## src/rtl/sacc_pkg.sv

```systemverilog
package sacc_pkg;

  typedef enum logic [0:0] {
    BURST_IDLE = 1'b0,
    BURST_OPEN = 1'b1
  } burst_state_t;

  // Accumulator width able to hold 2^(2^log_w - 1) samples of conv_w bits, signed
  function automatic int acc_width(input int conv_w, input int log_w);
    return conv_w + (1 << log_w);
  endfunction

endpackage

```

## src/rtl/sacc_ctrl.sv

```systemverilog
module sacc_ctrl
  import sacc_pkg::*;
#(
  parameter int LOG_W = 3,
  localparam int CNT_W = (1 << LOG_W)
) (
  input  logic             clk,
  input  logic             rst_n,
  input  logic             start,
  input  logic             diff_in,
  input  logic             ladj_in,
  input  logic [LOG_W-1:0] lg_in,
  input  logic             smp_valid,
  output logic             smp_ready,
  output logic             take,
  output logic             last,
  output logic             diff_q,
  output logic             ladj_q,
  output logic [LOG_W-1:0] lg_q
);

  burst_state_t     state_q;
  logic [CNT_W-1:0] cnt_q;
  logic [CNT_W-1:0] target;
  logic [CNT_W-1:0] cnt_inc;

  assign target    = CNT_W'(1) << lg_q;
  assign cnt_inc   = cnt_q + CNT_W'(1);
  assign smp_ready = (state_q == BURST_OPEN) && !start;
  assign take      = smp_ready && smp_valid;
  assign last      = take && (cnt_inc == target);

  always_ff @(posedge clk or negedge rst_n) begin
    if (!rst_n) begin
      state_q <= BURST_IDLE;
      cnt_q   <= '0;
      diff_q  <= 1'b0;
      ladj_q  <= 1'b0;
      lg_q    <= '0;
    end else if (start) begin
      state_q <= BURST_OPEN;
      cnt_q   <= '0;
      diff_q  <= diff_in;
      ladj_q  <= ladj_in;
      lg_q    <= lg_in;
    end else if (take) begin
      cnt_q <= cnt_inc;
      if (last) begin
        state_q <= BURST_IDLE;
      end
    end
  end

endmodule

```

## src/rtl/sacc_accum.sv

```systemverilog
module sacc_accum #(
  parameter int CONV_W = 12,
  parameter int ACC_W  = 20
) (
  input  logic              clk,
  input  logic              rst_n,
  input  logic              clr,
  input  logic              take,
  input  logic              diff,
  input  logic [CONV_W-1:0] data,
  output logic [ACC_W-1:0]  sum_inc
);

  localparam int PAD_W = ACC_W - CONV_W;

  logic [ACC_W-1:0] acc_q;
  logic [ACC_W-1:0] ext;
  logic             fill;

  assign fill    = diff & data[CONV_W-1];
  assign ext     = {{PAD_W{fill}}, data};
  assign sum_inc = acc_q + ext;

  always_ff @(posedge clk or negedge rst_n) begin
    if (!rst_n) begin
      acc_q <= '0;
    end else if (clr) begin
      acc_q <= '0;
    end else if (take) begin
      acc_q <= sum_inc;
    end
  end

endmodule

```

## src/rtl/sacc_scale.sv

```systemverilog
module sacc_scale #(
  parameter int ACC_W    = 20,
  parameter int LOG_W    = 3,
  parameter int NORM_LOG = 4,
  parameter int SCALED_W = 16,
  parameter int RES_W    = 32
) (
  input  logic [ACC_W-1:0] acc,
  input  logic [LOG_W-1:0] lg,
  input  logic             ladj,
  input  logic             diff,
  output logic [RES_W-1:0] res
);

  localparam int EXT_W = RES_W - SCALED_W;
  localparam logic [LOG_W:0] NORM_L = (LOG_W + 1)'(NORM_LOG);

  logic [LOG_W:0]           lg_x;
  logic [LOG_W:0]           rsh;
  logic [LOG_W:0]           lsh;
  logic signed [ACC_W-1:0]  acc_s;
  logic signed [ACC_W-1:0]  shifted;
  logic [SCALED_W-1:0]      scaled;

  assign lg_x  = {1'b0, lg};
  assign rsh   = lg_x - NORM_L;
  assign lsh   = NORM_L - lg_x;
  assign acc_s = $signed(acc);

  always_comb begin
    if (lg_x > NORM_L) begin
      shifted = acc_s >>> rsh;
    end else if (ladj) begin
      shifted = acc_s <<< lsh;
    end else begin
      shifted = acc_s;
    end
  end

  assign scaled = shifted[SCALED_W-1:0];

  generate
    if (EXT_W > 0) begin : g_ext
      assign res = {{EXT_W{diff & scaled[SCALED_W-1]}}, scaled};
    end else begin : g_noext
      assign res = scaled[RES_W-1:0];
    end
  endgenerate

endmodule

```

## src/rtl/sacc_fmt.sv

```systemverilog
module sacc_fmt #(
  parameter int CONV_W = 12,
  parameter int FMT_W  = 16
) (
  input  logic [CONV_W-1:0] data,
  input  logic              diff,
  input  logic              ladj,
  output logic [FMT_W-1:0]  fmt
);

  localparam int PAD_W = FMT_W - CONV_W;

  generate
    if (PAD_W > 0) begin : g_pad
      logic [FMT_W-1:0] right_al;
      logic [FMT_W-1:0] left_al;
      assign right_al = {{PAD_W{diff & data[CONV_W-1]}}, data};
      assign left_al  = {data, {PAD_W{1'b0}}};
      assign fmt      = ladj ? left_al : right_al;
    end else begin : g_nopad
      assign fmt = data[CONV_W-1 -: FMT_W];
    end
  endgenerate

endmodule

```

## src/rtl/sample_accum_scaler.sv

```systemverilog
module sample_accum_scaler #(
  parameter int CONV_W   = 12,
  parameter int LOG_W    = 3,
  parameter int SCALED_W = 16,
  parameter int RES_W    = 32,
  parameter int FMT_W    = 16,
  localparam int NORM_LOG = SCALED_W - CONV_W,
  localparam int ACC_W    = sacc_pkg::acc_width(CONV_W, LOG_W)
) (
  input  logic              clk,
  input  logic              rst_n,
  input  logic              start,
  input  logic              diff_mode,
  input  logic              left_adj,
  input  logic [LOG_W-1:0]  samp_log2,
  input  logic              smp_valid,
  output logic              smp_ready,
  input  logic [CONV_W-1:0] smp_data,
  output logic [RES_W-1:0]  res_word,
  output logic              res_done,
  output logic [FMT_W-1:0]  fmt_word
);

  logic             take;
  logic             last;
  logic             diff_q;
  logic             ladj_q;
  logic [LOG_W-1:0] lg_q;
  logic [ACC_W-1:0] sum_inc;
  logic [RES_W-1:0] res_next;
  logic [FMT_W-1:0] fmt_next;

  sacc_ctrl #(.LOG_W(LOG_W)) u_ctrl (
    .clk       (clk),
    .rst_n     (rst_n),
    .start     (start),
    .diff_in   (diff_mode),
    .ladj_in   (left_adj),
    .lg_in     (samp_log2),
    .smp_valid (smp_valid),
    .smp_ready (smp_ready),
    .take      (take),
    .last      (last),
    .diff_q    (diff_q),
    .ladj_q    (ladj_q),
    .lg_q      (lg_q)
  );

  sacc_accum #(.CONV_W(CONV_W), .ACC_W(ACC_W)) u_accum (
    .clk     (clk),
    .rst_n   (rst_n),
    .clr     (start),
    .take    (take),
    .diff    (diff_q),
    .data    (smp_data),
    .sum_inc (sum_inc)
  );

  sacc_scale #(
    .ACC_W    (ACC_W),
    .LOG_W    (LOG_W),
    .NORM_LOG (NORM_LOG),
    .SCALED_W (SCALED_W),
    .RES_W    (RES_W)
  ) u_scale (
    .acc  (sum_inc),
    .lg   (lg_q),
    .ladj (ladj_q),
    .diff (diff_q),
    .res  (res_next)
  );

  sacc_fmt #(.CONV_W(CONV_W), .FMT_W(FMT_W)) u_fmt (
    .data (smp_data),
    .diff (diff_q),
    .ladj (ladj_q),
    .fmt  (fmt_next)
  );

  always_ff @(posedge clk or negedge rst_n) begin
    if (!rst_n) begin
      res_word <= '0;
      res_done <= 1'b0;
      fmt_word <= '0;
    end else begin
      res_done <= last;
      if (last) begin
        res_word <= res_next;
      end
      if (take) begin
        fmt_word <= fmt_next;
      end
    end
  end

endmodule

```

## config.mk

```make
export PLATFORM = sky130hd
export DESIGN_NAME = sample_accum_scaler
export DESIGN_NICKNAME = d
export VERILOG_FILES = /design/src/rtl/sacc_pkg.sv /design/src/rtl/sacc_ctrl.sv /design/src/rtl/sacc_accum.sv /design/src/rtl/sacc_scale.sv /design/src/rtl/sacc_fmt.sv /design/src/rtl/sample_accum_scaler.sv
export SDC_FILE = /design/constraint.sdc
export NUM_CORES = 1
export LEC_CHECK = 0
export ABC_CLOCK_PERIOD_IN_PS = 4200
export BUFFER_PORTS_ARGS = -buffer_cell sky130_fd_sc_hd__buf_2
export CORE_MARGIN = 3
export CORE_UTILIZATION = 30
export DETAILED_ROUTE_END_ITERATION = 8
export GPL_TIMING_DRIVEN = 1
export PLACE_DENSITY = 0.53
export REMOVE_ABC_BUFFERS = 1
export SKIP_LAST_GASP = 1
export SLEW_MARGIN = 10
export SYNTH_ARGS = -nofsm -noshare
export SYNTH_HDL_FRONTEND = slang
export SYNTH_HIERARCHICAL = 1
export SYNTH_SLANG_ARGS = --single-unit
```

## constraint.sdc

```tcl
create_clock -name clk -period 4.2 [get_ports clk]
set_input_delay 1.05 -clock clk [delete_from_list [all_inputs] [get_ports clk]]
set_output_delay 1.05 -clock clk [all_outputs]
set_load 0.03 [all_outputs]
```

==> flow_summary_export.csv, run 1 <==
group,metric,value,unit
clock_tree,cts_sinks,83,
synthesis,yosysTopAreaCellShare,30.0,%
worst_setup_path,critPathMaxStageDelay,450,ps
place,preCtsSetupSlack,-648,ps
pwr,power.leakage,3.80,nW
final_layout,final_common_cell,"buf_4",
worst_setup_path,cp.arrival,4350,ps
place,portBuffers,70,
pwr,vdd_ir_drop_max,0.201,mV
worst_setup_path,crit_top_cell,"xnor2_2",
outcome,status,"completed",
timing,worst_slew_pin_slew,941,ps
synthesis,synth_edf_count,0,
global_routing,grt_pass1_wl,30800,um
worst_setup_path,critPathKind,"in -> reg",
global_routing,grt_max_degree,67,
die,die_area,24900,sq um
final_layout,area_growth,20.4,%
timing,rsz0062_at_grt,"yes",
pwr,power_density,465,nW/um^2
timing,final.min_clock_period,4110,ps
synthesis,ys_seq_area_share,30.0,%
route,vias,5495,
run,maxCapViolCount,0,
synthesis,avgSynthCellArea,10.5,sq um
global_routing,gr-usage-all-layers,15.6,%
synthesis,netlist_area,6920,sq um
worst_setup_path,worst_path_max_delay_cell,"mux4_2",
die,ioPinCount,71,
final_layout,layout.nets,806,
route,ant_nets,0,
final_layout,final_cell_mix,"94 x buf_4, 82 x dfrtp_1, 68 x buf_2",
clock_tree,clk_pin_slew,70,ps
die,start_util,31.1,%
timing,timing.final.crit_share,97.9,%
synthesis,synth.ff_latch_count,83,
timing,slew_viol_final,0,
synthesis,synthTopCellsByArea,"dfrtp_1 30%, mux2_4 9.1%, mux4_2 6.8%",
synthesis,ys_types,81,
synthesis,yosysWarnings,6,
clock_tree,cts_made_buffers,9,
final_layout,num_antenna_cells,0,
final_layout,regArea,2080,sq um
place,gp_congestion,0.876,
global_routing,grt_pass1_vias,5461,
final_layout,nFillCells,2213,
timing,setup_viol,0,
route,wl,19000,um
timing,hold_viol,0,
worst_setup_path,cp-end-kind,"flop",
route,vias_per_cell,5.21,
timing,fin_hold_ws,505,ps
final_layout,drive_gt1_share,42.0,%
die,die_h,158,um
die,chipWidth,158,um
synthesis,synthCells,658,
synthesis,synth_top_area_cell,"dfrtp_1",
route,routedWlPerCell,18.0,um
place,hpwl,13300,um
clock_tree,cts_max_level,3,
timing,setup_ws,90.2,ps
clock_tree,clkLatencyLatePin,350,ps
global_routing,grt-ovfl-total,0,
synthesis,synthArstFlopShare,100,%
timing,skew,10.9,ps
pwr,power,0.00387,W
worst_setup_path,cp_cell_sequence,"buf_8 > ha_4 > inv_2 > fa_2 > nor2b_2 > o31a_1 > o21a_1 > o211a_1 > nor2_4 > xnor2_2 > xnor2_2 > mux4_2 > mux2_4 > a221oi_4 > buf_4 > a211oi_4 > mux2_2",
worst_hold_path,hold_path_class,"reg -> reg",
clock_tree,root_buffer,"clkbuf_16",
clock_tree,cts_max_path_buffers,2,
worst_setup_path,worstPathMaxFanout,8,
route,dr.pass1.iters,5,
worst_setup_path,start_kind,"input pin",
clock_tree,cts_tree,"yes",
die,rows,54,
route,drc,0,
worst_setup_path,required,4440,ps
final_layout,multi_input_area,4450,sq um
synthesis,ys.flop_type,"dfrtp_1",
global_routing,antenna_found_initial,0,
die,core_area,22200,sq um
route,dr.first_iter.drc_count,375,
timing,slew_headroom,37.2,%
timing,fmax,243,MHz
routing by layer:
metal	wire length [um]	GRT usage, %	vias to the layer above
met3	845	2.65	20
met1	9010	21.8	2725
met5	0	0	-
li1	-	-	2604
met4	314	3.93	0
met2	8810	25.0	146
sequential cells by signal (all words and copies together), names as in the netlist:
register and count:
u_accum/acc_q 20, u_ctrl/cnt_q 8, u_ctrl/ladj_q 1, res_done 1
u_ctrl/state_q 1, res_word 32, fmt_word 16, u_ctrl/diff_q 1
u_ctrl/lg_q 3
through the flow:
| step | instance area (sq um) | util (%) | TNS (ps) | cells |
|---|---|---|---|---|
| floorplan | 6450 | - | -39730 | 592 |
| global placement | 7840 | 35.3 | -9210 | 1030 |
| detailed placement | 7840 | 35.3 | -11710 | 1030 |
| CTS | 8240 | 37.1 | 0 | 1052 |
| global route | 8330 | 37.5 | -305 | 1054 |
| finish | 8330 | 37.5 | 0 | 1054 |
logic make-up after synthesis:
| logic type | share of synthesized area [%] |
|---|---|
| simple gates | 13.0 |
| buf+inv | 7.68 |
| fa+ha+maj | 3.00 |
| mux | 29.2 |
| flops | 30.0 |
| xor+xnor | 4.54 |
| compound gates | 12.6 |
worst max-delay path, delay by kind of cell:
family                   cells  cell delay (ps)
AO/OA/AOI/OAI                5             1140
XOR/XNOR                     2              240
adder cells (fa/ha/maj)      2              360
buffers and inverters        3              330
multiplexers                 3             1030
AND/OR/NAND/NOR              2              200
cell usage after synthesis (all sizes together) (9+ instances only):
| master | count |
|---|---|
| inv | 16 |
| o21ai | 22 |
| xnor2 | 26 |
| mux4 | 25 |
| nand2 | 47 |
| nor2 | 58 |
| dfrtp | 83 |
| a21oi | 31 |
| mux2i | 36 |
| clkbuf | 19 |
| ha | 15 |
| xor2 | 9 |
| buf | 47 |
| a31oi | 9 |
| mux2 | 82 |
| nand3 | 18 |
worst paths after layout:
kind | startpoint | end | slack (ps) | cells past startpoint
setup / recovery | smp_data[0] | res_word[31] | 90 | 17
hold / removal | fmt_word[0] | fmt_word[0] | 510 | 1
setup reg to reg | u_accum/acc_q[0] | res_word[31] | 460 | 16
hold reg to reg | fmt_word[0] | fmt_word[0] | 510 | 1
max in group asynchronous | rst_n | res_word[23] | 2620 | 2
min in group asynchronous | rst_n | u_ctrl/cnt_q[0] | 820 | 1
final cells by class:
| cell class | instances | share of cell area [%] |
|---|---|---|
| Inverter | 16 | 0.721 |
| Sequential cell | 83 | 24.9 |
| Multi-Input combinational cell | 494 | 53.4 |
| Timing Repair Buffer | 165 | 13.1 |
| Tap cell | 280 | 4.20 |
| Clock inverter | 7 | 0.961 |
| Clock buffer | 9 | 2.70 |
repair_timing:
action | 4_1_cts | 5_1_grt
pin swaps | 7 | 11
resized for setup | 9 | 13
gates cloned | 1 | 0
buffers inserted | 5 | 2
setup endpoints to repair | 16 | 21
hold buffers | 0 | 0
endpoints found under the hold margin | 0 | 0
power breakdown:
part           switching, W  internal (W)
registers          0.000127      0.000982
clock network      0.000371      0.000471
logic               0.00105      0.000875
(Power assumes the default switching activity.)
==> run 2: changes to the inputs <==
--- a/config.mk
+++ b/config.mk
@@ -13,6 +13,7 @@
 export GPL_TIMING_DRIVEN = 1
 export PLACE_DENSITY = 0.53
 export REMOVE_ABC_BUFFERS = 1
+export SETUP_SLACK_MARGIN = 0.4
 export SKIP_LAST_GASP = 1
 export SLEW_MARGIN = 10
 export SYNTH_ARGS = -nofsm -noshare
==> run 2 against run 1 <==
Critical endpoint is now res_word[29]. Routed wire length rose by 1.7%. Critical path depth rose by 1. Utilization rose by 1.8 points. Clock power barely moved. Power rose by 3.4%.
==> flow_summary_export.csv, run 2 (synthesis results as in run 1) <==
group,metric,value,unit
worst_setup_path,cp.arrival,4370,ps
worst_hold_path,whs_path_depth,1,
outcome,status,"completed",
timing,fmax,242,MHz
die,rows,54,
pwr,switching_power,0.00159,W
worst_setup_path,cp-end-kind,"flop",
pwr,combinationalPowerShare,51.2,%
pwr,clockPowerShare,21.0,%
final_layout,design_area,8730,sq um
place,hpwl,13300,um
route,dr.first_iter.drc_count,387,
clock_tree,root_buffer,"clkbuf_16",
timing,hold_viol,0,
worst_setup_path,worstPathMaxFanout,8,
global_routing,gr-usage-all-layers,15.7,%
clock_tree,cts_sinks,83,
run,maxCapViolCount,0,
pwr,power,0.00400,W
worst_hold_path,hold_path_class,"reg -> reg",
final_layout,area_growth,26.0,%
final_layout,drive_gt1_share,46.7,%
final_layout,final_cell_mix,"109 x buf_4, 82 x dfrtp_1, 67 x buf_2",
global_routing,grt-ovfl-total,0,
timing,worst_slew_pin_slew,944,ps
final_layout,layout.nets,826,
route,wl,19300,um
pwr,power.leakage,3.96,nW
die,die_h,158,um
timing,slew_headroom,37.0,%
final_layout,nFillCells,2172,
final_layout,reg.largest.list,"res_word: 32 flops, u_accum/acc_q: 20 flops, fmt_word: 16 flops",
die,ioPinCount,71,
worst_setup_path,rrSetupSlack,420,ps
worst_setup_path,ff2ff_path_depth,17,
place,portBuffers,70,
pwr,seqPwrFrac,27.8,%
clock_tree,cts_max_path_buffers,2,
clock_tree,clk_pin_slew,70,ps
route,drc,0,
worst_setup_path,critPathKind,"in -> reg",
route,vias_per_cell,5.21,
timing,setup_ws,66.8,ps
global_routing,grt_pass1_wl,31000,um
timing,setup_viol,0,
worst_setup_path,required,4440,ps
clock_tree,clkLatencyLatePin,350,ps
worst_setup_path,r2r_start,"u_accum/acc_q[0]",
timing,slew_viol_final,0,
clock_tree,cts_made_buffers,9,
route,dr.pass1.iters,5,
die,start_util,31.1,%
final_layout,max_flop_register,"res_word",
pwr,switching_share,39.7,%
timing,skew,10.7,ps
die,die_area,24900,sq um
timing,timing.final.crit_share,98.4,%
die,chipWidth,158,um
worst_setup_path,r2r_end,"res_word[29]",
worst_hold_path,hold-path-endpoint,"fmt_word[0]",
pwr,intPower,0.00241,W
die,core_area,22200,sq um
final_layout,final_common_cell,"buf_4",
worst_setup_path,crit_start,"smp_data[0]",
route,vias,5598,
worst_hold_path,hold_path_startpoint,"fmt_word[0]",
global_routing,grt_max_degree,67,
pwr,vdd_ir_drop_max,0.201,mV
global_routing,grt_pass1_vias,5515,
timing,final.min_clock_period,4130,ps
pwr,power_density,459,nW/um^2
final_layout,num_antenna_cells,0,
global_routing,antenna_found_initial,0,
place,dpl_cell_area,7840,sq um
clock_tree,cts_max_level,3,
clock_tree,cts_tree,"yes",
worst_setup_path,start_kind,"input pin",
timing,rsz0062_at_grt,"yes",
place,preCtsSetupSlack,-648,ps
place,gp_congestion,0.876,
route,routedWlPerCell,18.0,um
final_layout,largest_reg_flops,32,
route,ant_nets,0,
==> run 2: per-stage QoR <==
step	cells	setup TNS (ps)	util [%]	hold slack [ps]
detailed placement	1030	-11710	35.3	487
floorplan	592	-39730	-	470
finish	1074	0	39.3	505
global route	1074	-438	39.3	520
CTS	1056	0	37.7	510
global placement	1030	-9210	35.3	487
==> run 2: repair_timing <==
action,4_1_cts,5_1_grt
hold buffers,0,0
resized for setup,32,38
setup endpoints to repair,27,31
cloned,1,0
setup buffers,9,18
pin swaps,14,33
==> run 2: power groups by stage <==
stage	logic (W)	registers [W]	clock network [W]
6_report	0.00205	0.00111	0.000840
5_1_grt	0.00219	0.00114	0.000894
4_1_cts	0.00195	0.00111	0.000868
3_5_place_dp	0.00187	0.00112	0
3_3_place_gp	0.00185	0.00112	0
2_1_floorplan	0.000910	0.00145	0
==> run 2: how the worst max path moves through the flow <==
stage	to	slack, ps	cells past startpoint
6_report	res_word[29]	70	18
5_1_grt	res_word[29]	-60	18
4_1_cts	res_word[19]	60	17
3_5_place_dp	res_word[29]	-650	16
3_3_place_gp	res_word[31]	-500	16
2_1_floorplan	res_word[29]	-1270	6
==> run 2: layout make-up <==
class | count | area [sq um] | area share [%]
multi-input cells | 494 | 4670 | 53.5
repair buffers | 185 | 1270 | 14.5
flip-flops and latches | 83 | 2080 | 23.8
well taps | 280 | 350 | 4.01
inverters | 16 | 60.1 | 0.688
clock buffers | 9 | 225 | 2.58
clock inverters | 7 | 80.1 | 0.918
==> run 2: critical path: stages <==
cell and delay, ps:
buf_8 80, ha_4 130, inv_2 40, fa_2 340, nor2b_2 140, o31a_1 160
buf_4 130, buf_6 90, o21ai_4 60, o31ai_4 270, buf_6 160, xnor2_4 60
mux4_2 470, mux2_4 280, a221oi_4 320, buf_4 190, a211oi_4 110, mux2_4 300
==> run 2: layer usage <==
metal  vias to the layer above  track usage (%)  part of all wire, %
met5                         -                0                    0
met4                         0             3.51                  1.5
met3                        24             2.62                  4.0
met2                       145             25.4                   47
met1                      2781             22.0                   47
li1                       2648                -                    -
